===== src/rtl/pcm_leg_pkg.sv =====
package pcm_leg_pkg;

    localparam int NUM_CMP = 2;
    localparam int CMP_A   = 0;
    localparam int CMP_B   = 1;

    typedef enum logic [1:0] {
        BL_DELAY = 2'd0,
        BL_MASK  = 2'd1,
        BL_OPEN  = 2'd2
    } blank_st_e;

    typedef enum logic {
        TR_ARMED   = 1'b0,
        TR_LATCHED = 1'b1
    } trip_st_e;

    typedef enum logic [1:0] {
        ACT_HOLD = 2'd0,
        ACT_SET  = 2'd1,
        ACT_CLR  = 2'd2
    } act_e;

    // Boundary (zero / period) beats the clearing match, which beats the setting match.
    function automatic act_e pick_action(input logic bound_ev, input logic clr_ev, input logic set_ev);
        if (bound_ev || clr_ev) return ACT_CLR;
        if (set_ev)             return ACT_SET;
        return ACT_HOLD;
    endfunction

    function automatic logic apply_action(input act_e act, input logic cur);
        unique case (act)
            ACT_SET:  return 1'b1;
            ACT_CLR:  return 1'b0;
            default:  return cur;
        endcase
    endfunction

endpackage


===== src/rtl/pcm_timebase.sv =====
module pcm_timebase
    import pcm_leg_pkg::*;
#(
    parameter int CW      = 16,
    parameter int PRD_RST = 100,
    parameter int CA_RST  = 110,
    parameter int CB_RST  = 20
) (
    input  logic                          clk,
    input  logic                          rst_n,
    input  logic [CW-1:0]                 prd_sh,
    input  logic [NUM_CMP-1:0][CW-1:0]    cmp_sh,
    input  logic                          sync_i,
    output logic [CW-1:0]                 cnt_o,
    output logic                          ev_zero,
    output logic                          ev_prd,
    output logic [NUM_CMP-1:0]            ev_cmp,
    output logic                          zero_next
);

    localparam logic [CW-1:0] ONE   = CW'(1);
    localparam logic [CW-1:0] PRD_R = CW'(PRD_RST);

    logic [CW-1:0] cnt;
    logic [CW-1:0] prd_w;
    logic [CW-1:0] last_v;

    assign last_v    = prd_w - ONE;
    assign ev_zero   = (cnt == '0);
    assign ev_prd    = (cnt == last_v);
    assign zero_next = sync_i || (cnt >= last_v);
    assign cnt_o     = cnt;

    always_ff @(posedge clk or negedge rst_n) begin
        if (!rst_n) begin
            cnt   <= '0;
            prd_w <= PRD_R;
        end else begin
            if (zero_next) begin
                cnt   <= '0;
                prd_w <= prd_sh;
            end else begin
                cnt <= cnt + ONE;
            end
        end
    end

    // One shadowed compare channel per generate slice.
    for (genvar g = 0; g < NUM_CMP; g++) begin : g_cmp
        localparam logic [CW-1:0] RST_V = (g == CMP_A) ? CW'(CA_RST) : CW'(CB_RST);
        logic [CW-1:0] work;

        always_ff @(posedge clk or negedge rst_n) begin
            if (!rst_n) begin
                work <= RST_V;
            end else if (zero_next) begin
                work <= cmp_sh[g];
            end
        end

        assign ev_cmp[g] = (cnt == work);
    end

    assert_cnt_range_R2: assert property (@(posedge clk) disable iff (!rst_n)
        cnt < prd_w);

    // Covers both the filtered trip resync and the external sync.
    assert_resync_R8: assert property (@(posedge clk) disable iff (!rst_n)
        sync_i |=> (cnt == '0));

endmodule


===== src/rtl/pcm_blank.sv =====
module pcm_blank
    import pcm_leg_pkg::*;
#(
    parameter int CW = 16
) (
    input  logic          clk,
    input  logic          rst_n,
    input  logic          zero_next,
    input  logic [CW-1:0] ofs_i,
    input  logic [CW-1:0] len_i,
    output logic          blank_o
);

    localparam logic [CW:0] INC = (CW+1)'(1);

    blank_st_e     st, st_n;
    logic [CW-1:0] e, e_n;
    logic [CW:0]   e_inc;

    assign e_inc = {1'b0, e} + INC;

    always_comb begin
        st_n = st;
        e_n  = e;
        if (zero_next) begin
            st_n = BL_DELAY;
            e_n  = '0;
        end else begin
            unique case (st)
                BL_DELAY: begin
                    if (e_inc >= {1'b0, ofs_i}) begin
                        st_n = (len_i == '0) ? BL_OPEN : BL_MASK;
                        e_n  = '0;
                    end else begin
                        e_n = e_inc[CW-1:0];
                    end
                end
                BL_MASK: begin
                    if (e_inc >= {1'b0, len_i}) begin
                        st_n = BL_OPEN;
                        e_n  = '0;
                    end else begin
                        e_n = e_inc[CW-1:0];
                    end
                end
                BL_OPEN: begin
                    st_n = BL_OPEN;
                end
                default: begin
                    st_n = BL_OPEN;
                end
            endcase
        end
    end

    always_ff @(posedge clk or negedge rst_n) begin
        if (!rst_n) begin
            st <= BL_DELAY;
            e  <= '0;
        end else begin
            st <= st_n;
            e  <= e_n;
        end
    end

    always_comb begin
        blank_o = (st == BL_MASK);
    end

    assert_mask_bound_R7: assert property (@(posedge clk) disable iff (!rst_n)
        (st == BL_MASK) |-> (e < len_i));

endmodule


===== src/rtl/pcm_action.sv =====
module pcm_action
    import pcm_leg_pkg::*;
(
    input  logic clk,
    input  logic rst_n,
    input  logic ev_zero,
    input  logic ev_prd,
    input  logic ev_ca,
    input  logic ev_cb,
    input  logic cmp_hi,
    input  logic blank,
    input  logic trip_clr,
    output logic trip_evt,
    output logic pwm_a,
    output logic pwm_b
);

    trip_st_e tst, tst_n;
    logic     bound;
    logic     a_n, b_n;

    assign bound    = ev_zero || ev_prd;
    assign trip_evt = cmp_hi && !blank && (tst == TR_ARMED);

    always_comb begin
        tst_n = tst;
        unique case (tst)
            TR_ARMED:   if (trip_evt) tst_n = TR_LATCHED;
            TR_LATCHED: if (trip_clr) tst_n = TR_ARMED;
            default:    tst_n = TR_ARMED;
        endcase
    end

    always_ff @(posedge clk or negedge rst_n) begin
        if (!rst_n) tst <= TR_ARMED;
        else        tst <= tst_n;
    end

    always_comb begin
        a_n = apply_action(pick_action(bound, ev_cb, ev_ca), pwm_a);
        b_n = apply_action(pick_action(bound, ev_ca, ev_cb), pwm_b);
        if (trip_evt || (tst == TR_LATCHED)) b_n = 1'b0;
    end

    always_ff @(posedge clk or negedge rst_n) begin
        if (!rst_n) begin
            pwm_a <= 1'b0;
            pwm_b <= 1'b0;
        end else begin
            pwm_a <= a_n;
            pwm_b <= b_n;
        end
    end

    assert_a_clear_R4: assert property (@(posedge clk) disable iff (!rst_n)
        bound |=> !pwm_a);

    assert_b_clear_R5: assert property (@(posedge clk) disable iff (!rst_n)
        bound |=> !pwm_b);

    assert_a_kept_R8: assert property (@(posedge clk) disable iff (!rst_n)
        (trip_evt && !bound && !ev_ca && !ev_cb) |=> (pwm_a == $past(pwm_a)));

    assert_latched_b_R9: assert property (@(posedge clk) disable iff (!rst_n)
        (tst == TR_LATCHED) |-> !pwm_b);

endmodule


===== src/rtl/pcm_leg.sv =====
module pcm_leg
    import pcm_leg_pkg::*;
#(
    parameter int CW      = 16,
    parameter int PRD_RST = 100,
    parameter int CB_RST  = 20
) (
    input  logic          clk,
    input  logic          rst_n,
    input  logic [CW-1:0] prd_shadow,
    input  logic [CW-1:0] cmpa_shadow,
    input  logic [CW-1:0] cmpb_shadow,
    input  logic [CW-1:0] blank_ofs,
    input  logic [CW-1:0] blank_len,
    input  logic          cmp_hi,
    input  logic          sync_in,
    input  logic          trip_clr,
    output logic          pwm_a,
    output logic          pwm_b,
    output logic [CW-1:0] tb_count
);

    localparam int CA_RST = PRD_RST + 10;

    logic [NUM_CMP-1:0][CW-1:0] cmp_pack;
    logic [NUM_CMP-1:0]         ev_cmp;
    logic                       ev_zero;
    logic                       ev_prd;
    logic                       zero_next;
    logic                       blank;
    logic                       trip_evt;
    logic                       sync_any;

    assign cmp_pack[CMP_A] = cmpa_shadow;
    assign cmp_pack[CMP_B] = cmpb_shadow;
    assign sync_any        = sync_in || trip_evt;

    pcm_timebase #(
        .CW      (CW),
        .PRD_RST (PRD_RST),
        .CA_RST  (CA_RST),
        .CB_RST  (CB_RST)
    ) u_tb (
        .clk       (clk),
        .rst_n     (rst_n),
        .prd_sh    (prd_shadow),
        .cmp_sh    (cmp_pack),
        .sync_i    (sync_any),
        .cnt_o     (tb_count),
        .ev_zero   (ev_zero),
        .ev_prd    (ev_prd),
        .ev_cmp    (ev_cmp),
        .zero_next (zero_next)
    );

    pcm_blank #(
        .CW (CW)
    ) u_blank (
        .clk       (clk),
        .rst_n     (rst_n),
        .zero_next (zero_next),
        .ofs_i     (blank_ofs),
        .len_i     (blank_len),
        .blank_o   (blank)
    );

    pcm_action u_act (
        .clk      (clk),
        .rst_n    (rst_n),
        .ev_zero  (ev_zero),
        .ev_prd   (ev_prd),
        .ev_ca    (ev_cmp[CMP_A]),
        .ev_cb    (ev_cmp[CMP_B]),
        .cmp_hi   (cmp_hi),
        .blank    (blank),
        .trip_clr (trip_clr),
        .trip_evt (trip_evt),
        .pwm_a    (pwm_a),
        .pwm_b    (pwm_b)
    );

endmodule


===== config.mk =====
export PLATFORM = sky130hd
export DESIGN_NAME = pcm_leg
export DESIGN_NICKNAME = d
export VERILOG_FILES = /design/src/rtl/pcm_leg_pkg.sv /design/src/rtl/pcm_timebase.sv /design/src/rtl/pcm_blank.sv /design/src/rtl/pcm_action.sv /design/src/rtl/pcm_leg.sv
export SDC_FILE = /design/constraint.sdc
export NUM_CORES = 1
export LEC_CHECK = 0
export BUFFER_PORTS_ARGS = -buffer_cell sky130_fd_sc_hd__buf_2
export CAP_MARGIN = 15
export CORE_UTILIZATION = 60
export DETAILED_ROUTE_END_ITERATION = 8
export PLACE_DENSITY = 0.88
export REMOVE_ABC_BUFFERS = 1
export SLEW_MARGIN = 40
export SYNTH_ARGS = -nofsm -noshare
export SYNTH_HDL_FRONTEND = slang
export SYNTH_HIERARCHICAL = 1
export SYNTH_SLANG_ARGS = --single-unit

===== constraint.sdc =====
create_clock -name clk -period 8.85 [get_ports clk]
set_input_delay 0 -clock clk [delete_from_list [all_inputs] [get_ports clk]]
set_output_delay 0 -clock clk [all_outputs]
set_load 0.005 [all_outputs]

==> impl_metrics.yaml, run 1 <==
power_and_ir_drop:
  p_clk_share_pct: 27.9
  power.switching_w: 0.000236
  power.internal_w: 0.000605
  ir_drop_mv: 0.0648
  leakagePower_nw: 3.26
  switching_share_pct: 28.1
  p_seq_share_pct: 53.2
  pwr-share-comb_pct: 19.0
  cellPowerDensity_nw_per_um2: 120
placement:
  gp_congestion: 0.931
  dp_hpwl_um: 10500
  place_ws_ns: 3.93
  port_buffers: 102
  dp.cells: 793
synth:
  syn_area_um2: 5840
  synth_cell_types: 58
  synth.avg_cell_area_um2: 9.89
  synth_warnings: 6
  synth_cells: 590
  ys.flop_type: "dfrtp_1"
  ys_seq_area_share_pct: 36.7
  async_reset_ff_share_pct: 100
  yosysTopAreaCellShare_pct: 32.2
  synth_edf_count: 0
  synth_area_leader_cell: "dfrtp_1"
  synth.area.top_cells: "dfrtp_1, ha_1, xnor2_1, mux2_1, dfstp_2"
  ys_ff_latch: 85
drt:
  drtAntennaViolNets: 0
  wirelength_um: 15400
  firstDrtPassIters: 5
  num_vias: 5086
  avgRoutedWirePerCell_um: 17.9
  vias_per_cell: 5.92
  drtIter0Drc: 272
  drcViolationCount: 0
die:
  coreArea_um2: 9330
  io_pins: 103
  start_util_pct: 62.6
  fp.dieW_um: 101
  die_h_um: 101
  rows: 35
  die-area_um2: 10100
finish:
  multi_input_area_um2: 3380
  syn_to_final_growth_pct: 20.2
  drive_above_1_share_pct: 20.1
  nets: 862
  antennaDiodeCount: 0
  layout.cells.non_filler: 859
  regArea_um2: 2140
  nFillCells: 602
run_status:
  status: "complete, no violations"
sta:
  slew_headroom_pct: 47.5
  rsz0062_at_grt: "false"
  fin_ws_ns: 3.83
  fin_setup_tns_ns: 0
  setup_viol: 0
  fin_crit_ns: 5.02
  period_share_pct: 56.8
  drv_slew: 0
  final-hold-violation-count: 0
  clock-skew-final_ns: 0.0141
  worst_slew_pin_slew_ns: 0.788
  fmax_mhz: 199
cts:
  cts.sinks: 85
  cts_resized: 0
  clockBufferDepth: 2
  cts_tree: "built"
  cts_buffers: 9
  cts_max_level: 3
  cts_setup_buffers: 0
  clk_pin_slew_ns: 0.08
  clock_latency_ns: 0.36
  root_buffer: "clkbuf_8"
global_route:
  grt_pass1_vias: 5433
  overflow: 0
  grt_use_total_pct: 32.3
  grt_max_degree: 86
  antenna_found_initial: 0
  grt_pass1_wl_um: 25300
worst_setup_path:
  path_max_fanout: 66
  cp-end-kind: "flip-flop"
  required_ns: 9.10
  arrival_ns: 5.27
  r2r_cells: 13
  worstSetupPathType: "flip-flop to flip-flop"
  critPathLaunchType: "flip-flop"
hold_path:
  whs_path_depth: 3
  worstHoldPathType: "input pin to flip-flop"
flow_run:
  maxCapViolCount: 0
-- final cells by class --
class	instances	area share, %
Clock buffer	14	2.03
Clock inverter	2	0.178
Sequential cell	85	30.5
Timing Repair Buffer	153	14.6
Tap cell	129	2.30
Multi-Input combinational cell	436	48.2
Inverter	40	2.14
-- state kept, by name, summed over array words and instances, names as in the netlist --
signal / cells
u_tb/g_cmp.work: 32
u_blank/e: 16
u_tb/cnt_o: 16
u_tb/prd_w: 16
u_blank/st: 2
u_act/pwm_a: 1
u_act/pwm_b: 1
u_act/tst: 1
-- synth_stat cells (all sizes together), types with 11 or more instances --
library cell / number
inv: 40
nor4: 16
xnor2: 56
a21oi: 18
nand3: 18
clkbuf: 15
a311oi: 11
buf: 14
nor2: 37
mux2: 48
nor3: 17
dfrtp: 75
nand2: 46
nand4: 19
ha: 52
o21ai: 13
xor2: 18
-- path summary, 6_finish.rpt --
kind / start / to / slack, ns
hold / removal: cmp_hi / u_act/tst$_DFF_PN0_ / 0.04
setup / recovery: u_tb/prd_w[5]$_DFFE_PN1P_ / u_blank/e[15]$_DFFE_PN0P_ / 3.83
hold reg to reg: u_tb/g_cmp[1].work[6]$_DFFE_PN0P_ / u_tb/g_cmp[1].work[6]$_DFFE_PN0P_ / 0.51
min in group asynchronous: rst_n / u_tb/g_cmp[1].work[12]$_DFFE_PN0P_ / 0.26
max in group asynchronous: rst_n / u_tb/cnt_o[3]$_DFF_PN0_ / 8.12
setup reg to reg: u_tb/prd_w[5]$_DFFE_PN1P_ / u_blank/e[15]$_DFFE_PN0P_ / 3.83
-- cells in the final DEF, fill, tap and decap left out, types with 2 or more instances in the layout --
cell	instances
a211o_1	3
a21o_1	3
a21oi_1	16
a21oi_2	2
a311oi_1	11
a32oi_1	5
and3_1	4
and4_1	6
buf_2	101
clkbuf_1	5
clkbuf_8	10
dfrtp_1	75
dfstp_2	10
dlygate4sd3_1	50
ha_1	52
inv_1	40
mux2_1	37
mux2_2	11
mux2i_1	3
nand2_1	45
nand2b_1	4
nand3_1	17
nand3b_1	3
nand4_1	18
nor2_1	37
nor2b_1	10
nor3_1	16
nor4_1	16
nor4b_1	2
o21ai_0	10
o21ai_1	2
or2_1	2
or3_4	2
or4_1	5
xnor2_1	56
xor2_1	18
-- per-stage QoR --
step / hold slack (ns) / power (W) / utilization [%] / cell area, um^2
after floorplan: -0.296 / 0.000533 / - / 5660
after global placement: 0.192 / 0.000577 / 68.1 / 6350
after detailed placement: 0.103 / 0.000591 / 68.1 / 6360
after CTS: 0.0329 / 0.000841 / 75.2 / 7010
after global routing: 0.0403 / 0.000882 / 75.2 / 7010
final: 0.0391 / 0.000841 / 75.2 / 7010
-- power groups by stage --
stage | clock [W] | combinational [W] | sequential [W]
after floorplan | 0 | 0.0000882 | 0.000445
after detailed placement | 0 | 0.000138 | 0.000453
after CTS | 0.000239 | 0.000157 | 0.000445
after global placement | 0 | 0.000128 | 0.000450
after global routing | 0.000256 | 0.000176 | 0.000450
final | 0.000234 | 0.000160 | 0.000447
-- repair_timing --
| action | in CTS | in global routing |
|---|---|---|
| hold buffers | 50 | 0 |
| endpoints found under the setup margin | 0 | 0 |
| endpoints found under the hold margin | 124 | 0 |
-- cell families after synthesis --
kind of cell               share of synthesized area [%]
buffers and inverters                               5.57
and+or+nand+nor                                     17.8
DFF                                                 36.7
xor gates and xnor gates                            11.1
AOI/OAI and AO/OA                                   7.97
adders and majority gates                           11.1
muxes                                               9.77
-- routing by layer --
metal	global-route usage, %	up-vias	part of all wire, %
li1	-	2352	-
met1	36.1	2456	39
met2	57.9	221	52
met3	5.55	57	5.8
met4	18.5	0	3.7
met5	0	-	0
-- critical path, cell delays in order (launching register included) --
cell and delay, ns:
dfstp_2 0.42, or4_1 0.57, or4_1 0.57, nor3b_1 0.26
xnor2_1 0.12, ha_1 0.31, nand4_1 0.18, or4_1 0.61
a221o_1 0.32, nand4_4 0.29, buf_4 0.68, and2b_1 0.32
a32oi_1 0.18, nand2_1 0.07
No activity file was read; power rests on OpenSTA's default activity.
==> run 2, diff against run 1 <==
- ABC_AREA: not set -> 1
- CORE_UTILIZATION: 60 -> 53
- PLACE_DENSITY: 0.88 -> 0.81
- clock period: 8.85 -> 4.15 ns (I/O delays scaled with it)
==> run 2 against run 1 <==
- global-route usage shrank 5.3 points
- sequential share of layout area shrank 3.5 points
- setup slack lost 3.1 ns
- hold slack gained 0.070 ns
- clock power grew to 3.8 times the previous value
- area after synthesis grew 12%
- sequential cell count is the same
- maximum frequency grew 47%
- combinational power grew to 5.6 times the previous value
- final cell count grew 39%
- register-to-register slack lost 3.1 ns
- largest power group unchanged
==> impl_metrics.yaml, run 2 <==
synth:
  synth_area_leader_cell: "dfrtp_1"
  ys.flop_type: "dfrtp_1"
  synth.area.top_cells: "dfrtp_1, nand2_1, ha_1, inv_1, nand3_1"
  synth_warnings: 6
  synth_edf_count: 0
  yosysTopAreaCellShare_pct: 28.7
  syn_area_um2: 6550
  ys_seq_area_share_pct: 32.7
  synthTopCellsByCount: "nand2_1, inv_1, nor2_1, dfrtp_1, nand3_1"
  yosysMostFrequentCell: "nand2_1"
  ys_ff_latch: 85
  synth_cells: 906
  async_reset_ff_share_pct: 100
  synth_cell_types: 42
  synth.avg_cell_area_um2: 7.23
power_and_ir_drop:
  p_clk_share_pct: 30.9
  power.internal_w: 0.00189
  switching_share_pct: 35.1
  cellPowerDensity_nw_per_um2: 369
  power.switching_w: 0.00102
  leakagePower_nw: 4.38
  ir_drop_mv: 0.200
  p_seq_share_pct: 38.6
  pwr-share-comb_pct: 30.5
finish:
  top_register: "u_tb/g_cmp.work"
  antennaDiodeCount: 0
  regArea_um2: 2140
  final_util_pct: 65.8
  mostFrequentLayoutCells: "nand2_1, inv_1, buf_2, nor2_1, dfrtp_1"
  nFillCells: 1023
  syn_to_final_growth_pct: 20.7
  drive_above_1_share_pct: 18.6
  largest_reg_flops: 32
  multi_input_area_um2: 3710
  nets: 1183
  final_common_cell: "nand2_1"
drt:
  num_vias: 6198
  drtIter0Drc: 588
  vias_per_cell: 5.17
  firstDrtPassIters: 5
  avgRoutedWirePerCell_um: 13.8
  drcViolationCount: 0
  drtAntennaViolNets: 0
  wirelength_um: 16600
global_route:
  grt_use_total_pct: 27.0
  grt_pass1_vias: 5815
  grt_pass1_wl_um: 27400
  grt_max_degree: 60
  overflow: 0
  antenna_found_initial: 0
die:
  fp.dieW_um: 113
  io_pins: 103
  die_h_um: 113
  die-area_um2: 12800
  start_util_pct: 54.5
  rows: 40
  coreArea_um2: 12000
cts:
  cts_max_level: 3
  clockBufferDepth: 2
  cts_hold_buf: 52
  cts.sinks: 85
  clk_pin_slew_ns: 0.07
  cts_buffers: 9
  cts_setup_buffers: 0
  cts_resized: 0
  cts_tree: "built"
  root_buffer: "clkbuf_16"
  clock_latency_ns: 0.35
placement:
  port_buffers: 102
  place_ws_ns: 0.767
  dp_hpwl_um: 11500
  gp_congestion: 0.912
sta:
  period_share_pct: 82.5
  clock-skew-final_ns: 0.0143
  drv_slew: 0
  fin_setup_tns_ns: 0
  rsz0062_at_grt: "false"
  slew_headroom_pct: 56.6
  setup_viol: 0
  fin_crit_ns: 3.42
  worst_slew_pin_slew_ns: 0.651
  fin_ws_ns: 0.726
  fmax_mhz: 292
  final-hold-violation-count: 0
run_status:
  status: "complete, no violations"
worst_setup_path:
  critPathLaunchType: "flip-flop"
  path_max_fanout: 16
  worstSetupPathType: "flip-flop to flip-flop"
  arrival_ns: 3.66
  cp-end-kind: "flip-flop"
  required_ns: 4.39
flow_run:
  maxCapViolCount: 0
hold_path:
  worstHoldPathType: "input pin to flip-flop"
## run 2: power by group through the flow
stage | combinational [W] | clock (W) | sequential (W)
after global placement | 0.000813 | 0 | 0.00113
final | 0.000889 | 0.000900 | 0.00113
after floorplan | 0.000609 | 0 | 0.00110
after CTS | 0.000885 | 0.000909 | 0.00112
after global routing | 0.00101 | 0.000946 | 0.00114
after detailed placement | 0.000831 | 0 | 0.00113
## run 2: critical path: stages, from the launching register on
cell and delay, ns:
dfrtp_1 0.37, inv_1 0.11, ha_1 0.20, nand2_1 0.07, nor2_1 0.22, inv_1 0.09
nor2_1 0.16, nand2_1 0.09, xnor2_1 0.13, inv_1 0.06, ha_1 0.27, nand2_1 0.06
nor2_1 0.13, nand2_1 0.10, o21bai_2 0.19, nor2_4 0.05, nand2_2 0.18, inv_1 0.11
nand2_1 0.45, nor2_1 0.13, nand2_2 0.10, nand2_2 0.04
## run 2: metrics by stage
stage	total power [W]	cells	hold slack [ns]	instance area, um^2
after floorplan	0.00171	877	-0.296	6330
after global placement	0.00194	1130	-0.00953	7060
after detailed placement	0.00197	1130	0.00436	7060
after CTS	0.00292	1198	0.102	7910
after global routing	0.00310	1198	0.163	7910
final	0.00292	1198	0.109	7910
## run 2: logic make-up after synthesis
kind of cell	synth area share [%]
buf+inv	10.7
simple gates	36.5
fa+ha+maj	9.93
compound gates	2.87
xor+xnor	7.35
flops	32.7
## run 2: layout make-up
type                            instances  share of cell area [%]
Multi-Input combinational cell        665                    47.0
Sequential cell                        85                    27.1
Timing Repair Buffer                  158                    13.4
Inverter                              127                    6.04
Clock buffer                            9                    2.85
Tap cell                              147                    2.33
Clock inverter                          7                    1.31
## run 2: metal layers
metal  wire length [um]  up-vias  share of wire [%]  GRT usage [%]
met5                  0        -                  0              0
li1                   -     3119                  -              -
met3                719       29                4.3           4.12
met1               7620     2872                 46           35.3
met4                351        0                2.1           8.68
met2               7880      178                 48           45.9
## run 2: path summary, 6_finish.rpt
check	to	slack [ns]	start	depth (start not counted)
max	u_blank/e[15]$_DFFE_PN0P_	0.73	u_tb/prd_w[0]$_DFFE_PN0P_	21
min	u_blank/st[1]$_DFFE_PN0P_	0.11	blank_len[2]	6
max reg2reg	u_blank/e[15]$_DFFE_PN0P_	0.73	u_tb/prd_w[0]$_DFFE_PN0P_	21
min reg2reg	u_tb/g_cmp[0].work[2]$_DFFE_PN1P_	0.50	u_tb/g_cmp[0].work[2]$_DFFE_PN1P_	2
max in group asynchronous	u_tb/g_cmp[0].work[9]$_DFFE_PN0P_	2.97	rst_n	3
min in group asynchronous	u_tb/g_cmp[1].work[6]$_DFFE_PN0P_	0.18	rst_n	2
